## src/rtl/tmr_grp_pkg.sv

```systemverilog
`timescale 1ns/1ps
package tmr_grp_pkg;

    localparam int unsigned DEF_NCH = 3;
    localparam int unsigned DEF_CW  = 16;
    // cascade pairing: upper half and lower half channel indices
    localparam int unsigned CASC_HI = 1;
    localparam int unsigned CASC_LO = 2;

    typedef enum logic [1:0] {
        ACT_HOLD  = 2'd0,
        ACT_COUNT = 2'd1,
        ACT_LOAD  = 2'd2,
        ACT_CLEAR = 2'd3
    } act_e;

    typedef struct packed {
        logic clr;   // some synchronized channel requests a clear
        logic ld;    // some synchronized channel is written
    } grp_req_t;

    // clear beats load, load beats count
    function automatic act_e pick_act(input logic clr, input logic ld, input logic inc);
        if (clr)      return ACT_CLEAR;
        else if (ld)  return ACT_LOAD;
        else if (inc) return ACT_COUNT;
        else          return ACT_HOLD;
    endfunction

endpackage

```

## src/rtl/tmr_sync_ctrl.sv

```systemverilog
`timescale 1ns/1ps
module tmr_sync_ctrl
    import tmr_grp_pkg::*;
#(
    parameter int unsigned NCH = DEF_NCH,
    parameter int unsigned CW  = DEF_CW
) (
    input  logic [NCH-1:0]         sync_en_i,
    input  logic [NCH-1:0]         wr_en_i,
    input  logic [NCH-1:0][CW-1:0] wr_data_i,
    input  logic [NCH-1:0]         clr_i,
    output grp_req_t               req_o,
    output logic [CW-1:0]          data_o
);

    logic [NCH-1:0] wr_grp;
    logic [NCH-1:0] clr_grp;

    assign wr_grp  = wr_en_i & sync_en_i;
    assign clr_grp = clr_i & sync_en_i;

    always_comb begin
        req_o.clr = |clr_grp;
        req_o.ld  = |wr_grp;
        data_o    = '0;
        // walk downward so the lowest-numbered writer is the last to set it
        for (int i = NCH - 1; i >= 0; i--) begin
            if (wr_grp[i]) data_o = wr_data_i[i];
        end
    end

endmodule

```

## src/rtl/tmr_chan.sv

```systemverilog
`timescale 1ns/1ps
module tmr_chan
    import tmr_grp_pkg::*;
#(
    parameter int unsigned CW = DEF_CW
) (
    input  logic          clk,
    input  logic          rst,
    input  logic          own_clr_i,
    input  logic          own_wr_i,
    input  logic [CW-1:0] own_data_i,
    input  logic          synced_i,
    input  grp_req_t      grp_i,
    input  logic [CW-1:0] grp_data_i,
    input  logic          inc_i,
    output logic [CW-1:0] cnt_o
);

    logic          clr_hit;
    logic          grp_ld_hit;
    logic          ld_hit;
    logic [CW-1:0] ld_val;
    act_e          act;
    logic [CW-1:0] cnt_q;

    assign clr_hit    = own_clr_i | (synced_i & grp_i.clr);
    assign grp_ld_hit = synced_i & grp_i.ld;
    assign ld_hit     = grp_ld_hit | own_wr_i;
    assign ld_val     = grp_ld_hit ? grp_data_i : own_data_i;
    assign act        = pick_act(clr_hit, ld_hit, inc_i);

    always_ff @(posedge clk) begin
        if (rst) begin
            cnt_q <= '0;
        end else begin
            unique case (act)
                ACT_CLEAR: cnt_q <= '0;
                ACT_LOAD:  cnt_q <= ld_val;
                ACT_COUNT: cnt_q <= cnt_q + CW'(1);
                default:   cnt_q <= cnt_q;
            endcase
        end
    end

    assign cnt_o = cnt_q;

endmodule

```

## src/rtl/sync_timer_group.sv

```systemverilog
`timescale 1ns/1ps
module sync_timer_group
    import tmr_grp_pkg::*;
#(
    parameter int unsigned NCH = DEF_NCH,
    parameter int unsigned CW  = DEF_CW
) (
    input  logic                   clk,
    input  logic                   rst,
    input  logic [NCH-1:0]         start_i,
    input  logic [NCH-1:0]         sync_en_i,
    input  logic [NCH-1:0]         tick_i,
    input  logic [NCH-1:0]         wr_en_i,
    input  logic [NCH-1:0][CW-1:0] wr_data_i,
    input  logic [NCH-1:0]         clr_i,
    input  logic                   casc_en_i,
    output logic [NCH-1:0][CW-1:0] cnt_o,
    output logic [2*CW-1:0]        wide_o
);

    localparam bit HAS_CASC = (NCH > CASC_LO);

    grp_req_t       grp_req;
    logic [CW-1:0]  grp_data;
    logic [NCH-1:0] run;
    logic [NCH-1:0] inc;
    logic           lo_carry;

    assign run = start_i & tick_i;

    tmr_sync_ctrl #(.NCH(NCH), .CW(CW)) u_sync (
        .sync_en_i (sync_en_i),
        .wr_en_i   (wr_en_i),
        .wr_data_i (wr_data_i),
        .clr_i     (clr_i),
        .req_o     (grp_req),
        .data_o    (grp_data)
    );

    generate
        if (HAS_CASC) begin : g_casc
            logic lo_ovr;
            // lower half loses its count when a clear or load applies to it
            assign lo_ovr   = clr_i[CASC_LO] | wr_en_i[CASC_LO]
                            | (sync_en_i[CASC_LO] & (grp_req.clr | grp_req.ld));
            assign lo_carry = run[CASC_LO] & ~lo_ovr & (&cnt_o[CASC_LO]);

            always_comb begin
                inc = run;
                if (casc_en_i) inc[CASC_HI] = lo_carry;
            end

            assign wide_o = {cnt_o[CASC_HI], cnt_o[CASC_LO]};
        end else begin : g_flat
            logic unused_casc;
            assign unused_casc = casc_en_i;
            assign lo_carry    = 1'b0;
            assign inc         = run;
            assign wide_o      = '0;
        end
    endgenerate

    for (genvar i = 0; i < NCH; i++) begin : g_ch
        tmr_chan #(.CW(CW)) u_ch (
            .clk        (clk),
            .rst        (rst),
            .own_clr_i  (clr_i[i]),
            .own_wr_i   (wr_en_i[i]),
            .own_data_i (wr_data_i[i]),
            .synced_i   (sync_en_i[i]),
            .grp_i      (grp_req),
            .grp_data_i (grp_data),
            .inc_i      (inc[i]),
            .cnt_o      (cnt_o[i])
        );
    end

endmodule

```

## config.mk

```make
export PLATFORM = sky130hd
export DESIGN_NAME = sync_timer_group
export DESIGN_NICKNAME = d
export VERILOG_FILES = /design/src/rtl/tmr_grp_pkg.sv /design/src/rtl/tmr_sync_ctrl.sv /design/src/rtl/tmr_chan.sv /design/src/rtl/sync_timer_group.sv
export SDC_FILE = /design/constraint.sdc
export NUM_CORES = 1
export LEC_CHECK = 0
export BUFFER_PORTS_ARGS = -buffer_cell sky130_fd_sc_hd__buf_2
export CAP_MARGIN = 20
export CORE_ASPECT_RATIO = 1.1
export CORE_MARGIN = 2
export CORE_UTILIZATION = 30
export DETAILED_ROUTE_END_ITERATION = 8
export PLACE_DENSITY = 0.5
export SYNTH_ARGS = -nofsm -noshare
export SYNTH_HDL_FRONTEND = slang
export SYNTH_SLANG_ARGS = --single-unit
export TNS_END_PERCENT = 50
```

## constraint.sdc

```tcl
create_clock -name clk -period 4.5 [get_ports clk]
set_input_delay 0.675 -clock clk [delete_from_list [all_inputs] [get_ports clk]]
set_output_delay 0.675 -clock clk [all_outputs]
set_load 0.02 [all_outputs]
```

==> results of run 1 <==
## worst max-delay path, delay by kind of cell
kind / cells / cell delay [ps]
simple gates: 4 / 1520
compound gates: 4 / 1100
fa+ha+maj: 1 / 280
buf+inv: 2 / 250
## kinds of logic (layout without fill, tap and decap cells)
logic type	after synthesis	count (layout)	synth area share (%)
mux	4	4	1.10
fa+ha+maj	12	12	3.67
xor+xnor	22	22	4.72
compound gates	190	190	31.9
simple gates	197	197	24.0
flops	48	48	23.5
buf+inv	73	163	11.1
## area by class of cell
| type | instances | share of cell area, % |
|---|---|---|
| Tap cell | 184 | 4.82 |
| Inverter | 9 | 0.707 |
| Multi-Input combinational cell | 425 | 55.9 |
| Clock inverter | 1 | 0.157 |
| Timing Repair Buffer | 146 | 15.3 |
| Clock buffer | 7 | 2.98 |
| Sequential cell | 48 | 20.1 |
## worst paths after layout
path / from / end / slack [ps] / cells past startpoint
max: sync_en_i[1] / g_ch[2].u_ch.cnt_o[14]$_SDFFE_PP0P_ / 880 / 11
min: g_ch[0].u_ch.cnt_o[11]$_SDFFE_PP0P_ / g_ch[0].u_ch.cnt_o[11]$_SDFFE_PP0P_ / 500 / 1
max reg2reg: g_ch[2].u_ch.cnt_o[0]$_SDFFE_PP0P_ / g_ch[1].u_ch.cnt_o[10]$_SDFFE_PP0P_ / 1060 / 11
min reg2reg: g_ch[0].u_ch.cnt_o[11]$_SDFFE_PP0P_ / g_ch[0].u_ch.cnt_o[11]$_SDFFE_PP0P_ / 500 / 1
## per-stage QoR
| stage | cell area, µm² | worst slack, ps |
|---|---|---|
| finish | 4780 | 883 |
| floorplan | 4090 | 1230 |
| CTS | 4780 | 1050 |
| global route | 4780 | 744 |
| detailed placement | 4630 | 754 |
| global placement | 4630 | 726 |
## synthesized netlist by cell type, types with 3 or more instances
master	number	area (µm²)
o211ai_1	11	82.6
o21a_1	5	37.5
and4_1	7	61.3
nand2_1	60	225
a21o_1	4	30.0
clkbuf_1	17	63.8
a211oi_1	4	30.0
a31oi_1	22	138
and2_4	3	26.3
o31ai_1	4	30.0
buf_4	36	270
nor2_1	34	128
dfxtp_1	48	961
o21ai_0	39	195
a21oi_1	36	180
nand2b_1	4	25.0
and2_1	7	43.8
ha_1	12	150
nor3_1	11	55.1
a221oi_1	4	35.0
mux2i_1	3	30.0
a22o_1	7	61.3
nand4_1	5	31.3
o311ai_0	3	26.3
buf_2	5	25.0
or3_1	3	18.8
nor4_1	3	18.8
a22oi_1	13	97.6
and3_1	12	75.1
xor2_1	12	105
o21ai_1	4	20.0
a221o_1	7	70.1
buf_6	5	56.3
inv_1	9	33.8
xnor2_1	10	87.6
a32oi_1	3	26.3
a222oi_1	9	90.1
nand3_1	36	180
## power by group through the flow
stage	logic (mW)	registers, mW	clock network [mW]
2_1_floorplan	0.209	0.528	0
3_3_place_gp	0.344	0.505	0
3_5_place_dp	0.344	0.507	0
4_1_cts	0.345	0.497	0.405
5_1_grt	0.372	0.502	0.422
6_report	0.347	0.497	0.398
## metal layers
| metal | GRT usage [%] | part of all wire (%) |
|---|---|---|
| met1 | 28.3 | 45 |
| met4 | 7.23 | 2.4 |
| met3 | 2.68 | 6.0 |
| met5 | 0 | 0 |
| met2 | 34.6 | 47 |
==> metrics, run 1 <==
GRT Resource Usage Total about a fifth; Slowest cell on crit path nor2_1; Iteration-0 DRC Markers just under 500; fin crit period 3620 ps; area growth from synthesis to layout 17.0%; Clock Power Share approximately 32%; Logic pwr share ~28%; Max FO, Critical Path 13; hold_buf cts 0; Slew HR between 30 and 40%; Clock Latency Late Sink approximately 300 ps; most used flip-flop cell after synthesis dfxtp_1; WS Path Type in2reg; crit path DAT between 3000 and 4000 ps; commonest non-fill, non-tap cell in the layout buf_2; Post-DRT Antenna Nets 0; switching share of power a little over a third; Post-Syn Area just over 4000 µm²; Min Hold Slack between 400 and 500 ps; Slew Viols, Final 0; MaxCap Viol Count 0; Multi-input gate area 2670 µm²; Die ar. 14,600 µm²; non-filler instance count after layout just over 800; leak pwr 2.04 nW; PortBufs between 100 and 150; Seq pwr share 40.0%; sequence of cells on the critical path buf_2 > a22o_1 > a211oi_1 > or2_2 > inv_1 > ha_1 > nor3_1 > nand2_1 > nor2_1 > a222oi_1 > o21ai_0; # diodes 0; Least-Margin Pin Slew approximately 930 ps; drt wl/cell ~19 µm; vias in the first global route 4,187; Total Power roughly 1.2 mW; pwr dens 260 nW/µm²; largest net degree at the start of global routing 28; Tcrit/Tclk final around 80%; RSZ-0062 raised after global routing no; sw power roughly 0.44 mW; IO Count roughly 150; Cells after Synth between 500 and 600; Final Skew 5.62 ps; critical path capture point type flop; DRT Wirelength between 15,000 and 20,000 µm; clock sinks 48; CTS tree done; placed cell count approximately 810; CP Data Required Time between 4000 and 5000 ps; Pre-antenna DRT Iters 5; post-CTS setup buffers 0; CTS max path bufs 2; syn_area_per_cell about 7.5 µm²; Final Hold Fails 0; Setup TNS 0 ps; register area 961 µm²; crit start category primary input; DR vias/cell between 5 and 6; most frequent cells in the layout buf_2 (145), nand2_1 (60), dfxtp_1 (48), o21ai_0 (39); max FFs per register between 40 and 50; core area 13,300 µm²; final setup fails 0; FILL cells ~1.5k; Cell Int Power 0.798 mW; status complete, no violations; die height approximately 130 µm; CP peak stage delay 740 ps; Post-CTS Resized 0; CTS Root Buffer Type clkbuf_16; global-route wire length before repair between 20,000 and 25,000 µm; initial antenna violation count 0; Netlist cell types 61; worst hold path class reg2reg; drt drc 0; fmax between 200 and 300 MHz; Post-synth EDFFs 0; asr flop ratio synth 0%; HPWL after DPL around 13,000 µm; GRT overflow 0; htree depth 2; Clock Pin Slew Worst Setup and Hold Paths about 70 ps; Num CTS Buffers 5; register area share after synthesis between 20% and 30%; Initial Util a little under a third; Die W around 120 µm; GP Congestion roughly 0.9; Ys Warns 0; Seq cells post-synth 48; row count 44; Peak VDD IR between 0.1 and 0.15 mV; Layout Nets just over 700; final core utilization about 36%; layout cell share with drive strength beyond 1 between 20% and 30%; DR vias about 4.6k; Mapped Nets 624
Power figures use the tool's default switching activity.
==> run 2: changes to the inputs <==
clock period = 3.63 ns   (was 4.5 ns; I/O delays follow)
==> run 2 against run 1 <==
Effect of this change:
- clock skew up 2.1 ps
- via count is 1.2% higher
- final area up 1.7%
- critical endpoint is now g_ch[1].u_ch.cnt_o[10]$_SDFFE_PP0P_
- largest cell class unchanged
- largest power group unchanged
==> metrics, run 2 (synthesis gave the netlist of run 1 again) <==
status complete, no violations (unchanged); IO Count 146 (unchanged); row count 44 (unchanged); DR vias/cell 5.62 (was 5.63); Peak VDD IR 0.146 mV (was 0.125 mV); Slowest cell on crit path dfxtp_1 (was nor2_1); CP peak stage delay 420 ps (was 740 ps); fin crit period about 3300 ps; Layout Nets 724 (was 713); Setup TNS 0 ps (unchanged); vias in the first global route 4,079 (was 4,187); Slew HR 42.1% (was 37.9%); CTS Root Buffer Type clkbuf_16 (unchanged); Final Skew 7.73 ps (was 5.62 ps); GRT overflow 0 (unchanged); CTS max path bufs 2 (unchanged); critical path capture point type flop (unchanged); GRT Resource Usage Total 21.0% (was 21.1%); Clock Pin Slew Worst Setup and Hold Paths 70 ps (about the same); commonest non-fill, non-tap cell in the layout buf_2 (unchanged); max FFs per register 48 (unchanged); htree depth 2 (unchanged); Max FO, Critical Path 6 (was 13); Tcrit/Tclk final 90.5%; final setup fails 0 (unchanged); area growth from synthesis to layout 19.0% (was 17.0%); crit path DAT 3520 ps (was 3840 ps); pwr dens 317 nW/µm² (was 260 nW/µm²); Slew Viols, Final 0 (unchanged); crit start category flop (was primary input); Post-DRT Antenna Nets 0 (unchanged); GP Congestion 0.898 (was 0.874); global-route wire length before repair 23,500 µm (was 23,700 µm); CTS tree done (unchanged); initial antenna violation count 0 (unchanged); Pre-antenna DRT Iters 6 (was 5); drt drc 0 (unchanged); Least-Margin Pin Slew 866 ps (was 929 ps); die height 126 µm (unchanged); Die W 115 µm (unchanged); HPWL after DPL 12,600 µm (about the same); Post-CTS Resized 0 (unchanged); drt wl/cell 18.8 µm (was 19.2 µm); Clock Latency Late Sink 300 ps (about the same); Initial Util 30.8% (unchanged); Iteration-0 DRC Markers 400 (was 495); most frequent cells in the layout buf_2 (145), nand2_1 (60), dfxtp_1 (48), o21ai_0 (39) (unchanged); clock sinks 48 (unchanged); Final Hold Fails 0 (unchanged); sequence of cells on the critical path ha_1 > nand2_1 > nor4_2 > nand4b_1 > o31a_1 > ha_1 > nor3_1 > and2_0 > nand2_1 > o41ai_1 > a221o_1 (was buf_2 > a22o_1 > a211oi_1 > or2_2 > inv_1 > ha_1 > nor3_1 > nand2_1 > nor2_1 > a222oi_1 > o21ai_0); PortBufs 145 (unchanged); fmax 304 MHz; Num CTS Buffers 5 (unchanged); DRT Wirelength 15,600 µm (was 15,700 µm); MaxCap Viol Count 0 (unchanged); # diodes 0 (unchanged); DR vias 4,671 (was 4,616); Die ar. 14,600 µm² (unchanged); final core utilization 36.6% (was 36.0%); core area 13,300 µm² (unchanged); CP Data Required Time 3870 ps (was 4720 ps); layout cell share with drive strength beyond 1 27.4% (was 25.9%); WS Path Type reg2reg (was in2reg); largest net degree at the start of global routing 28 (unchanged); FILL cells 1,448 (was 1,472); hold_buf cts 0 (unchanged); leak pwr 2.10 nW (was 2.04 nW); worst hold path class in2reg (was reg2reg); RSZ-0062 raised after global routing no (unchanged); post-CTS setup buffers 0 (unchanged)
run 2: per-layer routing:
layer | vias up | global-route usage, % | wire length, µm
met3 | 16 | 2.15 | 1010
met1 | 2220 | 29.4 | 6890
met4 | 0 | 4.82 | 242
met2 | 206 | 34.5 | 7490
met5 | - | 0 | 0
li1 | 2229 | - | -
run 2: final cells by class:
cell class,count,area (µm²),share of cell area (%)
repair buffers,157,816,16.8
inverters,9,33.8,0.695
well taps,184,230,4.73
clock inverters,2,10.0,0.206
flip-flops and latches,48,961,19.8
multi-input cells,425,2670,55.0
clock buffers,6,139,2.86
run 2: power breakdown:
| group | switching, mW | leakage, nW | internal [mW] |
|---|---|---|---|
| logic | 0.277 | 1.63 | 0.160 |
| registers | 0.0591 | 0.389 | 0.560 |
| clock network | 0.213 | 0.0766 | 0.272 |
run 2: worst paths after layout:
check                                       from                                  end  slack (ps)  depth (start not counted)
max           g_ch[2].u_ch.cnt_o[0]$_SDFFE_PP0P_  g_ch[1].u_ch.cnt_o[10]$_SDFFE_PP0P_         350                         11
min                                wr_data_i[37]   g_ch[2].u_ch.cnt_o[5]$_SDFFE_PP0P_         520                          2
max reg2reg   g_ch[2].u_ch.cnt_o[0]$_SDFFE_PP0P_  g_ch[1].u_ch.cnt_o[10]$_SDFFE_PP0P_         350                         11
min reg2reg  g_ch[0].u_ch.cnt_o[11]$_SDFFE_PP0P_  g_ch[0].u_ch.cnt_o[11]$_SDFFE_PP0P_         550                          1
run 2: through the flow:
step	worst slack [ps]	hold WS (ps)	std cells	area [µm²]	power, mW
floorplan	487	550	546	4090	0.914
global placement	281	490	823	4710	1.06
detailed placement	184	508	823	4710	1.06
CTS	376	521	831	4860	1.55
global route	110	522	831	4860	1.61
finish	346	524	831	4860	1.54
run 2: worst max-delay path: cells and delay by family, from the launching register on:
family	cells	cell delay, ps
adder cells (fa/ha/maj)	2	510
flip-flops	1	420
AND/OR/NAND/NOR	6	1470
AO/OA/AOI/OAI	3	810
==> run 3: changes to the inputs <==
BUFFER_PORTS_ARGS = default   (was -buffer_cell sky130_fd_sc_hd__buf_2)
CTS_CLUSTER_SIZE = 24   (was default)
DONT_BUFFER_PORTS = 1   (was default)
PLACE_DENSITY = 0.41   (was 0.5)
==> run 3 against run 2 <==
Effect of this change:
- flip-flop and latch count stayed put
- highest routed layer unchanged
- critical path type unchanged
- combinational power shrank 20%
- die area is the same
- fmax increased by 0.43%
- largest power group unchanged
==> metrics, run 3 (synthesis gave the netlist of run 1 again) <==
status complete, no violations (unchanged); Clock Pin Slew Worst Setup and Hold Paths 70 ps (about the same); Least-Margin Pin Slew 940 ps (was 866 ps); core area 13,300 µm² (unchanged); largest net degree at the start of global routing 28 (unchanged); Iteration-0 DRC Markers 344 (was 400); Die W 115 µm (unchanged); row count 44 (unchanged); htree depth 2 (unchanged); critical path capture point type flop (unchanged); Setup TNS 0 ps (unchanged); DR vias 4,189 (was 4,671); post-CTS setup buffers 0 (unchanged); drt wl/cell 23.3 µm (was 18.8 µm); drt drc 0 (unchanged); HPWL after DPL 13,000 µm (was 12,600 µm); crit start category flop (unchanged); Total Power 1.47 mW (was 1.54 mW); area growth from synthesis to layout 3.09% (was 19.0%); pwr dens 348 nW/µm² (was 317 nW/µm²); Post-DRT Antenna Nets 0 (unchanged); Tcrit/Tclk final 90.1% (was 90.5%); leak pwr 1.46 nW (was 2.10 nW); Max FO, Critical Path 7 (was 6); fmax 306 MHz (was 304 MHz); final setup fails 0 (unchanged); MaxCap Viol Count 0 (unchanged); Num CTS Buffers 5 (unchanged); GRT overflow 0 (unchanged); die height 126 µm (unchanged); Post-CTS Resized 0 (unchanged); Layout Nets 589 (was 724); DRT Wirelength 16,200 µm (was 15,600 µm); CTS tree done (unchanged); hold_buf cts 0 (unchanged); max FFs per register 48 (unchanged); FILL cells 1,457 (was 1,448); Final Hold Fails 0 (unchanged); CP Data Required Time 3870 ps (about the same); crit path DAT 3510 ps (was 3520 ps); worst hold path class in2reg (unchanged); GP Congestion 0.949 (was 0.898); layout cell share with drive strength beyond 1 8.01% (was 27.4%); DR vias/cell 6.02 (was 5.62); register area 961 µm² (unchanged); Slew Viols, Final 0 (unchanged); clock sinks 48 (unchanged); commonest non-fill, non-tap cell in the layout nand2_1 (was buf_2); # diodes 0 (unchanged); Peak VDD IR 0.157 mV (was 0.146 mV); fin crit period 3270 ps (was 3280 ps); Pre-antenna DRT Iters 5 (was 6); Die ar. 14,600 µm² (unchanged); Clock Latency Late Sink 290 ps (was 300 ps); GRT Resource Usage Total 22.0% (was 21.0%); global-route wire length before repair 24,700 µm (was 23,500 µm); WS Path Type reg2reg (unchanged); initial antenna violation count 0 (unchanged); Post-Place Setup Slack 282 ps (was 184 ps); PortBufs 0 (was 145); CTS Root Buffer Type clkbuf_16 (unchanged); IO Count 146 (unchanged); most frequent cells in the layout nand2_1 (60), dfxtp_1 (48), o21ai_0 (39), a21oi_1 (36), nand3_1 (36) (was buf_2 (145), nand2_1 (60), dfxtp_1 (48), o21ai_0 (39)); vias in the first global route 3,860 (was 4,079); Initial Util 30.8% (unchanged); RSZ-0062 raised after global routing no (unchanged); Final Skew 4.72 ps (was 7.73 ps); Setup WS post-layout 360 ps (was 346 ps); Slew HR 37.2% (was 42.1%); CTS max path bufs 2 (unchanged); Multi-input gate area 2670 µm² (unchanged)
## run 3: cell count changes in the layout (fill, tap and decap cells not counted), sizes merged
cell / delta
clkinv: -2
buf: -135
clkinvlp: +1
clkbuf: +1
## run 3: final timing paths
| path | from | endpoint | slack, ps | cells after the start |
|---|---|---|---|---|
| worst max-delay path | g_ch[2].u_ch.cnt_o[0]$_SDFFE_PP0P_ | g_ch[1].u_ch.cnt_o[10]$_SDFFE_PP0P_ | 360 | 11 |
| worst min-delay path | rst | g_ch[2].u_ch.cnt_o[4]$_SDFFE_PP0P_ | 320 | 1 |
| worst max register to register | g_ch[2].u_ch.cnt_o[0]$_SDFFE_PP0P_ | g_ch[1].u_ch.cnt_o[10]$_SDFFE_PP0P_ | 360 | 11 |
| worst min register to register | g_ch[2].u_ch.cnt_o[1]$_SDFFE_PP0P_ | g_ch[2].u_ch.cnt_o[1]$_SDFFE_PP0P_ | 620 | 3 |
## run 3: final cells by class
cell class                 count  share of cell area, %
clock inverter                 1                  0.178
sequential                    48                   22.8
timing repair buffer          22                   3.92
multi-input combinational    425                   63.4
tap                          184                   5.46
clock buffer                   7                   3.39
inverter                       9                  0.802
## run 3: routing by layer
metal / vias to the layer above / global-route usage [%] / share of wire (%)
li1: 1965 / - / -
met1: 2036 / 30.0 / 42
met2: 173 / 34.8 / 47
met3: 15 / 5.54 / 9.3
met4: 0 / 5.39 / 1.7
met5: - / 0 / 0
## run 3: metrics by stage
step	util, %	std cells	instance area [µm²]	hold WS [ps]
2_1_floorplan	-	546	4090	550
3_3_place_gp	30.6	688	4060	593
3_5_place_dp	30.6	688	4060	608
4_1_cts	31.8	696	4210	314
5_1_grt	31.8	696	4210	315
6_report	31.8	696	4210	320
## run 3: report_power, final
part | switching (mW) | total (mW) | internal, mW
clock network | 0.225 | 0.500 | 0.276
logic | 0.229 | 0.350 | 0.121
registers | 0.0554 | 0.615 | 0.560
## run 3: worst max-delay path, stage by stage, from the launching register on
cell and delay [ps]:
dfxtp_1 340, ha_1 210, nand2_1 160, nor4_2 410, nand4b_1 210, o31a_1 310
ha_1 270, or4b_1 710, a31oi_1 210, o21ai_0 90, o41ai_1 110, a221o_1 180
